--- src/rtl/vurx_pkg.sv ---
// Package: shared constants and types for the voting UART receiver.
// Assumes a fixed 10-bit frame (start, 8 data, stop) and three samples per bit.
package vurx_pkg;
    localparam int DATA_BITS     = 8;
    localparam int FRAME_BITS    = DATA_BITS + 2;
    localparam int STOP_BIT_IDX  = FRAME_BITS - 1;

    typedef enum logic [1:0] {
        ST_IDLE = 2'd0,
        ST_RUN  = 2'd1,
        ST_HALT = 2'd2
    } rx_state_e;

    typedef struct packed {
        logic                 ferr;
        logic [DATA_BITS-1:0] data;
    } rx_char_t;
endpackage

--- src/rtl/vurx_line_front.sv ---
// Line front end: synchronises the raw serial input, applies the polarity
// option and flags a high-to-low transition of the corrected level.
// Assumes SYNC_STAGES >= 2 and that invert is changed only while idle or in reset.
module vurx_line_front #(
    parameter int SYNC_STAGES = 2
) (
    input  logic clk,
    input  logic rst_n,
    input  logic rx_raw,
    input  logic invert,
    output logic line_o,
    output logic fall_o
);
    logic [SYNC_STAGES-1:0] chain_q;
    logic                   prev_q;

    // Shift the raw input through the synchroniser chain.
    always_ff @(posedge clk) begin
        if (!rst_n) chain_q <= '0;
        else        chain_q <= {chain_q[SYNC_STAGES-2:0], rx_raw};
    end

    // Corrected level: idle is always 1 after this point.
    assign line_o = chain_q[SYNC_STAGES-1] ^ invert;

    // Remember the previous corrected level for edge detection.
    always_ff @(posedge clk) begin
        if (!rst_n) prev_q <= 1'b0;
        else        prev_q <= line_o;
    end

    assign fall_o = prev_q & ~line_o;
endmodule

--- src/rtl/vurx_framer.sv ---
// Frame engine: on a start edge it runs a sub-bit timer and takes three samples
// per bit at the centres of the bit thirds. It votes each bit, drops false
// starts, checks the stop bit on its first two samples and emits one character.
// It goes back to idle after the second stop sample, and halts while full_i is
// set until flushed. Assumes SUB_TICKS >= 2.
module vurx_framer
    import vurx_pkg::*;
#(
    parameter int SUB_TICKS = 362
) (
    input  logic     clk,
    input  logic     rst_n,
    input  logic     line_i,
    input  logic     fall_i,
    input  logic     flush_i,
    input  logic     full_i,
    output logic     push_o,
    output rx_char_t char_o
);
    localparam int TW   = (SUB_TICKS > 2) ? $clog2(SUB_TICKS) : 1;
    localparam int HALF = SUB_TICKS / 2;
    localparam int BW   = $clog2(FRAME_BITS);

    rx_state_e            state_q;
    logic [TW-1:0]        tcnt_q;
    logic [1:0]           phase_q;
    logic [BW-1:0]        bit_q;
    logic [1:0]           win_q;
    logic [DATA_BITS-1:0] shift_q;
    logic                 push_q;
    rx_char_t             char_q;
    logic                 vote;

    // Majority of the two held samples and the sample being taken now.
    assign vote = (win_q[0] & win_q[1]) | (win_q[0] & line_i) | (win_q[1] & line_i);

    // Sequence the frame: arm, time the samples, vote, assemble, emit.
    always_ff @(posedge clk) begin
        if (!rst_n) begin
            state_q <= ST_IDLE;
            tcnt_q  <= '0;
            phase_q <= '0;
            bit_q   <= '0;
            win_q   <= '0;
            shift_q <= '0;
            push_q  <= 1'b0;
            char_q  <= '0;
        end else begin
            push_q <= 1'b0;
            if (flush_i) begin
                state_q <= ST_IDLE;
            end else begin
                case (state_q)
                    ST_IDLE: begin
                        if (full_i) begin
                            state_q <= ST_HALT;
                        end else if (fall_i) begin
                            state_q <= ST_RUN;
                            tcnt_q  <= TW'(HALF - 1);
                            phase_q <= 2'd0;
                            bit_q   <= '0;
                        end
                    end
                    ST_RUN: begin
                        if (tcnt_q != '0) begin
                            tcnt_q <= tcnt_q - 1'b1;
                        end else begin
                            tcnt_q <= TW'(SUB_TICKS - 1);
                            case (phase_q)
                                2'd0: begin
                                    win_q[0] <= line_i;
                                    phase_q  <= 2'd1;
                                end
                                2'd1: begin
                                    win_q[1] <= line_i;
                                    phase_q  <= 2'd2;
                                    if (bit_q == BW'(STOP_BIT_IDX)) begin
                                        push_q      <= 1'b1;
                                        char_q.ferr <= ~(win_q[0] & line_i);
                                        char_q.data <= shift_q;
                                        state_q     <= ST_IDLE;
                                    end
                                end
                                default: begin
                                    phase_q <= 2'd0;
                                    bit_q   <= bit_q + 1'b1;
                                    if (bit_q == '0) begin
                                        if (vote) state_q <= ST_IDLE;
                                    end else begin
                                        shift_q <= {vote, shift_q[DATA_BITS-1:1]};
                                    end
                                end
                            endcase
                        end
                    end
                    default: state_q <= ST_HALT;
                endcase
            end
        end
    end

    assign push_o = push_q;
    assign char_o = char_q;
endmodule

--- src/rtl/vurx_fifo.sv ---
// Character buffer: DEPTH-entry first-in first-out store with a valid/ready read
// side and a synchronous flush. Pushes into a full buffer are dropped.
// Assumes DEPTH >= 2.
module vurx_fifo #(
    parameter int WIDTH = 9,
    parameter int DEPTH = 4
) (
    input  logic                       clk,
    input  logic                       rst_n,
    input  logic                       flush_i,
    input  logic                       push_i,
    input  logic [WIDTH-1:0]           din_i,
    input  logic                       pop_i,
    output logic [WIDTH-1:0]           dout_o,
    output logic                       valid_o,
    output logic                       full_o,
    output logic [$clog2(DEPTH+1)-1:0] count_o
);
    localparam int PW = $clog2(DEPTH);
    localparam int CW = $clog2(DEPTH + 1);

    logic [WIDTH-1:0] mem_q [DEPTH];
    logic [PW-1:0]    wptr_q, rptr_q;
    logic [CW-1:0]    count_q;
    logic             do_push, do_pop;

    assign do_push = push_i && (count_q != CW'(DEPTH));
    assign do_pop  = pop_i && (count_q != '0);

    // Write the incoming character into the slot at the write pointer.
    always_ff @(posedge clk) begin
        if (do_push && !flush_i) mem_q[wptr_q] <= din_i;
    end

    // Move the pointers and the occupancy count.
    always_ff @(posedge clk) begin
        if (!rst_n || flush_i) begin
            wptr_q  <= '0;
            rptr_q  <= '0;
            count_q <= '0;
        end else begin
            if (do_push) wptr_q <= (wptr_q == PW'(DEPTH - 1)) ? '0 : wptr_q + 1'b1;
            if (do_pop)  rptr_q <= (rptr_q == PW'(DEPTH - 1)) ? '0 : rptr_q + 1'b1;
            case ({do_push, do_pop})
                2'b10:   count_q <= count_q + 1'b1;
                2'b01:   count_q <= count_q - 1'b1;
                default: count_q <= count_q;
            endcase
        end
    end

    assign dout_o  = mem_q[rptr_q];
    assign valid_o = (count_q != '0);
    assign full_o  = (count_q == CW'(DEPTH));
    assign count_o = count_q;
endmodule

--- src/rtl/vote_uart_rx.sv ---
// Top: voting oversampled UART receiver. Connects the line front end, the
// frame engine and the character buffer, and registers the character strobe
// in step with the buffer write. Assumes SUB_TICKS = round(f_clk / (3 * baud)).
module vote_uart_rx
    import vurx_pkg::*;
#(
    parameter int SUB_TICKS = 362,
    parameter int DEPTH     = 4
) (
    input  logic                       clk,
    input  logic                       rst_n,
    input  logic                       rx_line,
    input  logic                       invert,
    input  logic                       flush,
    output logic                       char_stb,
    output logic                       out_valid,
    input  logic                       out_ready,
    output logic [DATA_BITS-1:0]       out_data,
    output logic                       out_ferr,
    output logic [$clog2(DEPTH+1)-1:0] fill_count
);
    localparam int CHW = $bits(rx_char_t);

    logic     line_c, fall_c, push_c, full_c, stb_q;
    rx_char_t char_c, head_c;

    vurx_line_front #(.SYNC_STAGES(2)) u_front (
        .clk    (clk),
        .rst_n  (rst_n),
        .rx_raw (rx_line),
        .invert (invert),
        .line_o (line_c),
        .fall_o (fall_c)
    );

    vurx_framer #(.SUB_TICKS(SUB_TICKS)) u_framer (
        .clk     (clk),
        .rst_n   (rst_n),
        .line_i  (line_c),
        .fall_i  (fall_c),
        .flush_i (flush),
        .full_i  (full_c),
        .push_o  (push_c),
        .char_o  (char_c)
    );

    vurx_fifo #(.WIDTH(CHW), .DEPTH(DEPTH)) u_fifo (
        .clk     (clk),
        .rst_n   (rst_n),
        .flush_i (flush),
        .push_i  (push_c),
        .din_i   (char_c),
        .pop_i   (out_ready),
        .dout_o  (head_c),
        .valid_o (out_valid),
        .full_o  (full_c),
        .count_o (fill_count)
    );

    // Pulse the strobe in the cycle the stored character becomes visible.
    always_ff @(posedge clk) begin
        if (!rst_n) stb_q <= 1'b0;
        else        stb_q <= push_c && !flush && !full_c;
    end

    assign char_stb = stb_q;
    assign out_data = head_c.data;
    assign out_ferr = head_c.ferr;
endmodule

--- config.mk ---
export PLATFORM = sky130hd
export DESIGN_NAME = vote_uart_rx
export DESIGN_NICKNAME = d
export VERILOG_FILES = /design/src/rtl/vurx_pkg.sv /design/src/rtl/vurx_line_front.sv /design/src/rtl/vurx_framer.sv /design/src/rtl/vurx_fifo.sv /design/src/rtl/vote_uart_rx.sv
export SDC_FILE = /design/constraint.sdc
export NUM_CORES = 1
export LEC_CHECK = 0
export CAP_MARGIN = 20
export CORE_MARGIN = 8
export CORE_UTILIZATION = 35
export DETAILED_ROUTE_END_ITERATION = 16
export GPL_TIMING_DRIVEN = 0
export SYNTH_ARGS = -nofsm -noshare
export SYNTH_HDL_FRONTEND = slang
export SYNTH_SLANG_ARGS = --single-unit
--- constraint.sdc ---
create_clock -name clk -period 5.25 [get_ports clk]
set_clock_uncertainty 0.15 [all_clocks]
set_input_delay 1.575 -clock clk [delete_from_list [all_inputs] [get_ports clk]]
set_output_delay 1.575 -clock clk [all_outputs]
set_load 0.01 [all_outputs]
==> results.toml, run 1 <==
[placed_design]
place_congestion = 0.824
numPortBuffers = 19
post_dp_cell_area_um2 = 4090
dp_cells = 476
place_ws_ns = 1.58
hpwl_um = 5100

[setup_path]
crit_family = "buffers and inverters"
slowest_stage = "mux4_2"
crit_fanout = 9
slowest_delay_ns = 0.56
cp.required_ns = 3.53
endpoint_kind = "output pin"
r2r_cells = 8
cp.arrival_ns = 2.02
path_buf_inv = 2
crit_type = "register to output pin"
worstPathCellList = "buf_2 -> mux4_2 -> clkdlybuf4s50_1"
cp-start-kind = "register"
worst-path-stages = 3

[sta]
layout_min_cycle_time_ns = 3.75
fmax_ghz = 0.267
timing.hold.ws_ns = 0.290
fin_setup_tns_ns = 0
setup_viol = 0
relSlewSlack_pct = 50.2
post-route-period-util_pct = 71.4
maxSlewViolCount = 0
hold_violations = 0
layout_setup_ws_ns = 1.50
worst_pin_slew_ns = 0.740
rsz0062_at_grt = "false"

[logic_synthesis]
yosysMostFrequentCell = "dfxtp_1"
synth_area_per_cell_um2 = 11.6
synth_nets = 338
synth_edf_count = 36
syn_inst = 321
ys_types = 52
ys_seq_area_share_pct = 55.9
synth-adder-area-share_pct = 4.16
synth-simple-area-share_pct = 14.6
synth_xor_area_share_pct = 1.14
yosys.area.top_type = "edfxtp_1"
ys.flop_type = "dfxtp_1"
synth_area_leaders = "edfxtp_1 (29%), dfxtp_1 (27%), mux4_2 (5.4%)"
yosysTopAreaCellShare_pct = 29.0
synth_commonest_cells = "dfxtp_1 (50), edfxtp_1 (36), a21oi_1 (30), o21ai_0 (21), nand2_1 (18)"
synth_top_family_by_area = "simple AND/OR/NAND/NOR gates"
syn-cell-area_um2 = 3730
ys.warnings.count = 0
synthArstFlopShare_pct = 0
ys_ff_latch = 86
synth_compound_area_share_pct = 14.1
synthMuxAreaShare_pct = 5.98

[power]
vdd_drop_max_mv = 0.138
clkPwrFrac_pct = 38.1
power.switching_mw = 0.310
power_frac_comb_pct = 4.4
p_int_mw = 0.902
power.density_nw_per_um2 = 283
power.total_mw = 1.21
pwr-share-seq_pct = 57.5
leakagePower_nw = 1.46
p_sw_share_pct = 25.6

[clocking]
ctsResizeCount = 0
htreeDepth = 3
cts_root_buf = "clkbuf_8"
cts_buffer_depth = 2
postCtsSetupRepairBufs = 0
clk_pin_slew_ns = 0.09
clock_latency_ns = 0.36
cts_tree = "built"
hold_buffers = 0
cts_made_buffers = 9
cts.sinks = 86

[detailed_routing]
avgViaCountPerCell = 5.24
wl_per_cell_um = 14.9
first_pass_iters = 4
drt_iter0_drc = 124
drt_drc_violations_left = 0
wl_um = 7330
via_count = 2580
antenna_left = 0

[cells_and_area]
final_area_um2 = 4280
syn2layout_area_growth_pct = 14.9
antenna_cells = 0
fin_cells = 492
fin_util_pct = 41.5
drive_gt1_share_pct = 13.2
nNetsFinal = 368

[floorplanning]
row_count = 37
core-area_um2 = 10300
dieWidth_um = 119
dieArea_um2 = 14200
die_h_um = 119
ios = 20
initial_core_util_pct = 36.1

[global_routing]
grt_pass1_vias = 2498
antenna_found_initial = 0
grt_first_pass_wirelength_um = 12400
track_usage_pct = 10.7
grt_start_max_net_pins = 19
grt_overflow = 0

[worst_hold_path]
min_delay_path_depth = 1
hold_class = "register to register"

[flow_run]
drv_cap = 0

[run_status]
status = "finished clean"
-- layout make-up --
type / instances / area, µm²
buffer: 20 / 97.6
clock buffer: 9 / 124
clock inverter: 7 / 71.3
fill: 1010 / 6040
inverter: 15 / 56.3
multi-input combinational: 200 / 1490
sequential: 86 / 2080
tap: 136 / 170
timing repair buffer: 19 / 190
-- power groups by stage --
stage,Sequential (mW),Clock [mW],Combinational (mW)
final,0.697,0.462,0.0535
after global routing,0.698,0.501,0.0586
after CTS,0.697,0.474,0.0533
after detailed placement,0.713,0,0.0532
after global placement,0.712,0,0.0525
after floorplan,0.712,0,0.0378
-- placed cells by master, fill, tap and decap left out, types with 12 or more instances in the layout --
cell type / Yosys / layout
a21oi_1: 30 / 30
o21ai_0: 21 / 21
nand2_1: 18 / 18
nor2_1: 12 / 12
dfxtp_1: 50 / 50
edfxtp_1: 36 / 36
clkdlybuf4s50_1: 0 / 19
nand4_1: 13 / 13
inv_1: 15 / 15
nand3_1: 15 / 15
-- kinds of logic (layout without fill, tap and decap cells) --
| family | after synthesis | in the layout |
|---|---|---|
| buf+inv | 35 | 70 |
| compound gates | 78 | 78 |
| simple gates | 95 | 95 |
| fa+ha+maj | 12 | 12 |
| xor+xnor | 4 | 4 |
| flops | 86 | 86 |
| mux | 11 | 11 |
-- layer usage --
metal	up-vias	wire (µm)	track usage, %
met2	55	3550	17.6
met5	-	0	0
met1	1242	3290	12.9
li1	1273	-	-
met3	10	398	3.78
met4	0	87	3.24
-- state kept, by name, indices dropped and copies added (netlist names), 3 cells and up, named ones only --
name / count
u_framer.shift_q: 8
u_fifo.mem_q: 36
u_framer.bit_q: 4
u_framer.char_o: 9
u_fifo.count_o: 3
u_framer.tcnt_q: 9
-- path summary, 6_finish.rpt --
check / endpoint / start / slack, ns
setup / recovery: out_data[7] / register / 1.50
hold / removal: u_front.chain_q[1] / u_front.chain_q[0] / 0.29
setup reg to reg: u_fifo.count_o[2] / u_fifo.count_o[2] / 2.75
hold reg to reg: u_front.chain_q[1] / u_front.chain_q[0] / 0.29
No activity file was read; power rests on OpenSTA's default activity.
==> run 2: changes to the inputs <==
Clock period 5.25 ns to 3.1 ns, I/O delays scaled along.
==> run 2 against run 1 <==
Net effect:
- cell count decreased by 0.20%
- global-route usage unchanged
- sequential share of layout area about the same
- combinational power increased by 70%
- worst hold slack about the same
- register-to-register slack got worse by 2.1 ns
- critical path type unchanged
- largest cell class unchanged
- highest routed layer unchanged
==> results.toml, run 2 (synthesis results as in run 1) <==
[detailed_routing]
wl_per_cell_um = 14.9
first_pass_iters = 5
wl_um = 7340
avgViaCountPerCell = 5.25
via_count = 2578
drt_iter0_drc = 128
drt_drc_violations_left = 0
antenna_left = 0

[floorplanning]
ios = 20
dieWidth_um = 119
row_count = 37
dieArea_um2 = 14200
initial_core_util_pct = 36.1
die_h_um = 119
core-area_um2 = 10300

[cells_and_area]
syn2layout_area_growth_pct = 14.9
fin_util_pct = 41.5
nNetsFinal = 367
final_area_um2 = 4280
drive_gt1_share_pct = 13.2
largest_reg_flops = 36
final_cell_mix = "dfxtp_1 (50), edfxtp_1 (36), a21oi_1 (30)"
max_flop_register = "u_fifo.mem_q"
antenna_cells = 0
fillerInstances = 1007
fin_cells = 491
final_common_cell = "dfxtp_1"

[sta]
relSlewSlack_pct = 50.3
timing.hold.ws_ns = 0.291
rsz0062_at_grt = "false"
layout_setup_ws_ns = 0.103
setup_viol = 0
layout_min_cycle_time_ns = 3.00
fin_setup_tns_ns = 0
post-route-period-util_pct = 96.7
maxSlewViolCount = 0
hold_violations = 0
fmax_ghz = 0.334
worst_pin_slew_ns = 0.739

[flow_run]
drv_cap = 0

[power]
clkPwrFrac_pct = 38.1
power.switching_mw = 0.524
power.density_nw_per_um2 = 479
vdd_drop_max_mv = 0.233
p_int_mw = 1.53
pwr-share-seq_pct = 57.5
p_sw_share_pct = 25.5
leakagePower_nw = 1.46
power.total_mw = 2.05
power_frac_comb_pct = 4.4

[run_status]
status = "finished clean"

[clocking]
clock_latency_ns = 0.36
htreeDepth = 3
cts_made_buffers = 9
cts.sinks = 86
cts_buffer_depth = 2
cts_root_buf = "clkbuf_8"
clk_pin_slew_ns = 0.09
cts_tree = "built"
hold_buffers = 0

[setup_path]
cp.arrival_ns = 1.92
crit_fanout = 9
cp.required_ns = 2.02
crit_family = "buffers and inverters"
slowest_delay_ns = 0.54
endpoint_kind = "output pin"
crit_type = "register to output pin"
slowest_stage = "mux4_2"
path_buf_inv = 2
worstPathCellList = "buf_4 -> mux4_2 -> clkdlybuf4s50_1"
cp-start-kind = "register"

[placed_design]
numPortBuffers = 19
place_congestion = 0.824
post_dp_cell_area_um2 = 4090
dp_cells = 476
place_ws_ns = 0.0719
hpwl_um = 5100

[global_routing]
track_usage_pct = 10.7
grt_busiest_layer = "met2"
grt_pass1_vias = 2494
grt_first_pass_wirelength_um = 12300
grt_use_met1_pct = 12.9
grt_util_met3_pct = 3.78
antenna_found_initial = 0
grt_start_max_net_pins = 19
globalRouteMet2Util_pct = 17.6
grt_overflow = 0

[worst_hold_path]
hold_class = "register to register"
run 2: changes by cell type in the layout (fill, tap and decap cells not counted), sizes merged:
cell / change
buf: -1
run 2: power groups by stage:
| stage | logic, mW | clock network (mW) | registers [mW] |
|---|---|---|---|
| finish | 0.0907 | 0.781 | 1.18 |
| global route | 0.0992 | 0.848 | 1.18 |
| CTS | 0.0902 | 0.802 | 1.18 |
| detailed placement | 0.0900 | 0 | 1.21 |
| global placement | 0.0890 | 0 | 1.21 |
| floorplan | 0.0640 | 0 | 1.21 |
run 2: repair_timing:
action,4_1_cts,5_1_grt
gates resized for setup,1,0
setup endpoints to repair,9,0
setup buffers,0,0
run 2: path summary, 6_finish.rpt:
| path | start | end | depth (start not counted) | slack [ns] |
|---|---|---|---|---|
| max | register | out_data[7] | 3 | 0.10 |
| min | u_front.chain_q[0] | u_front.chain_q[1] | 1 | 0.29 |
| max reg2reg | u_fifo.count_o[2] | u_fifo.count_o[2] | 8 | 0.61 |
| min reg2reg | u_front.chain_q[0] | u_front.chain_q[1] | 1 | 0.29 |
run 2: worst reg2reg max path, delay by kind of cell (launching register included):
kind	cells	cell delay, ns
and+or+nand+nor	3	0.92
DFF	1	0.41
adders and majority gates	2	0.60
buffers and inverters	1	0.06
xor gates and xnor gates	1	0.15
AOI/OAI and AO/OA	1	0.14
run 2: layout make-up:
class / count / area [µm²] / area share, %
Buffer: 19 / 96.3 / 2.25
Tap cell: 136 / 170 / 3.98
Sequential cell: 86 / 2080 / 48.6
Clock buffer: 9 / 124 / 2.89
Multi-Input combinational cell: 200 / 1490 / 34.8
Timing Repair Buffer: 19 / 190 / 4.44
Clock inverter: 7 / 71.3 / 1.67
Inverter: 15 / 56.3 / 1.32
run 2: metal layers:
layer	routed length, µm	vias to the layer above
li1	-	1270
met1	3250	1234
met2	3570	64
met3	426	10
met4	87	0
met5	0	-
==> run 3: changes to the inputs <==
Settings changed: CTS_CLUSTER_SIZE from default to 25.
==> results of run 3 <==
The final DEF is identical to that of run 2; final timing and power are the same.
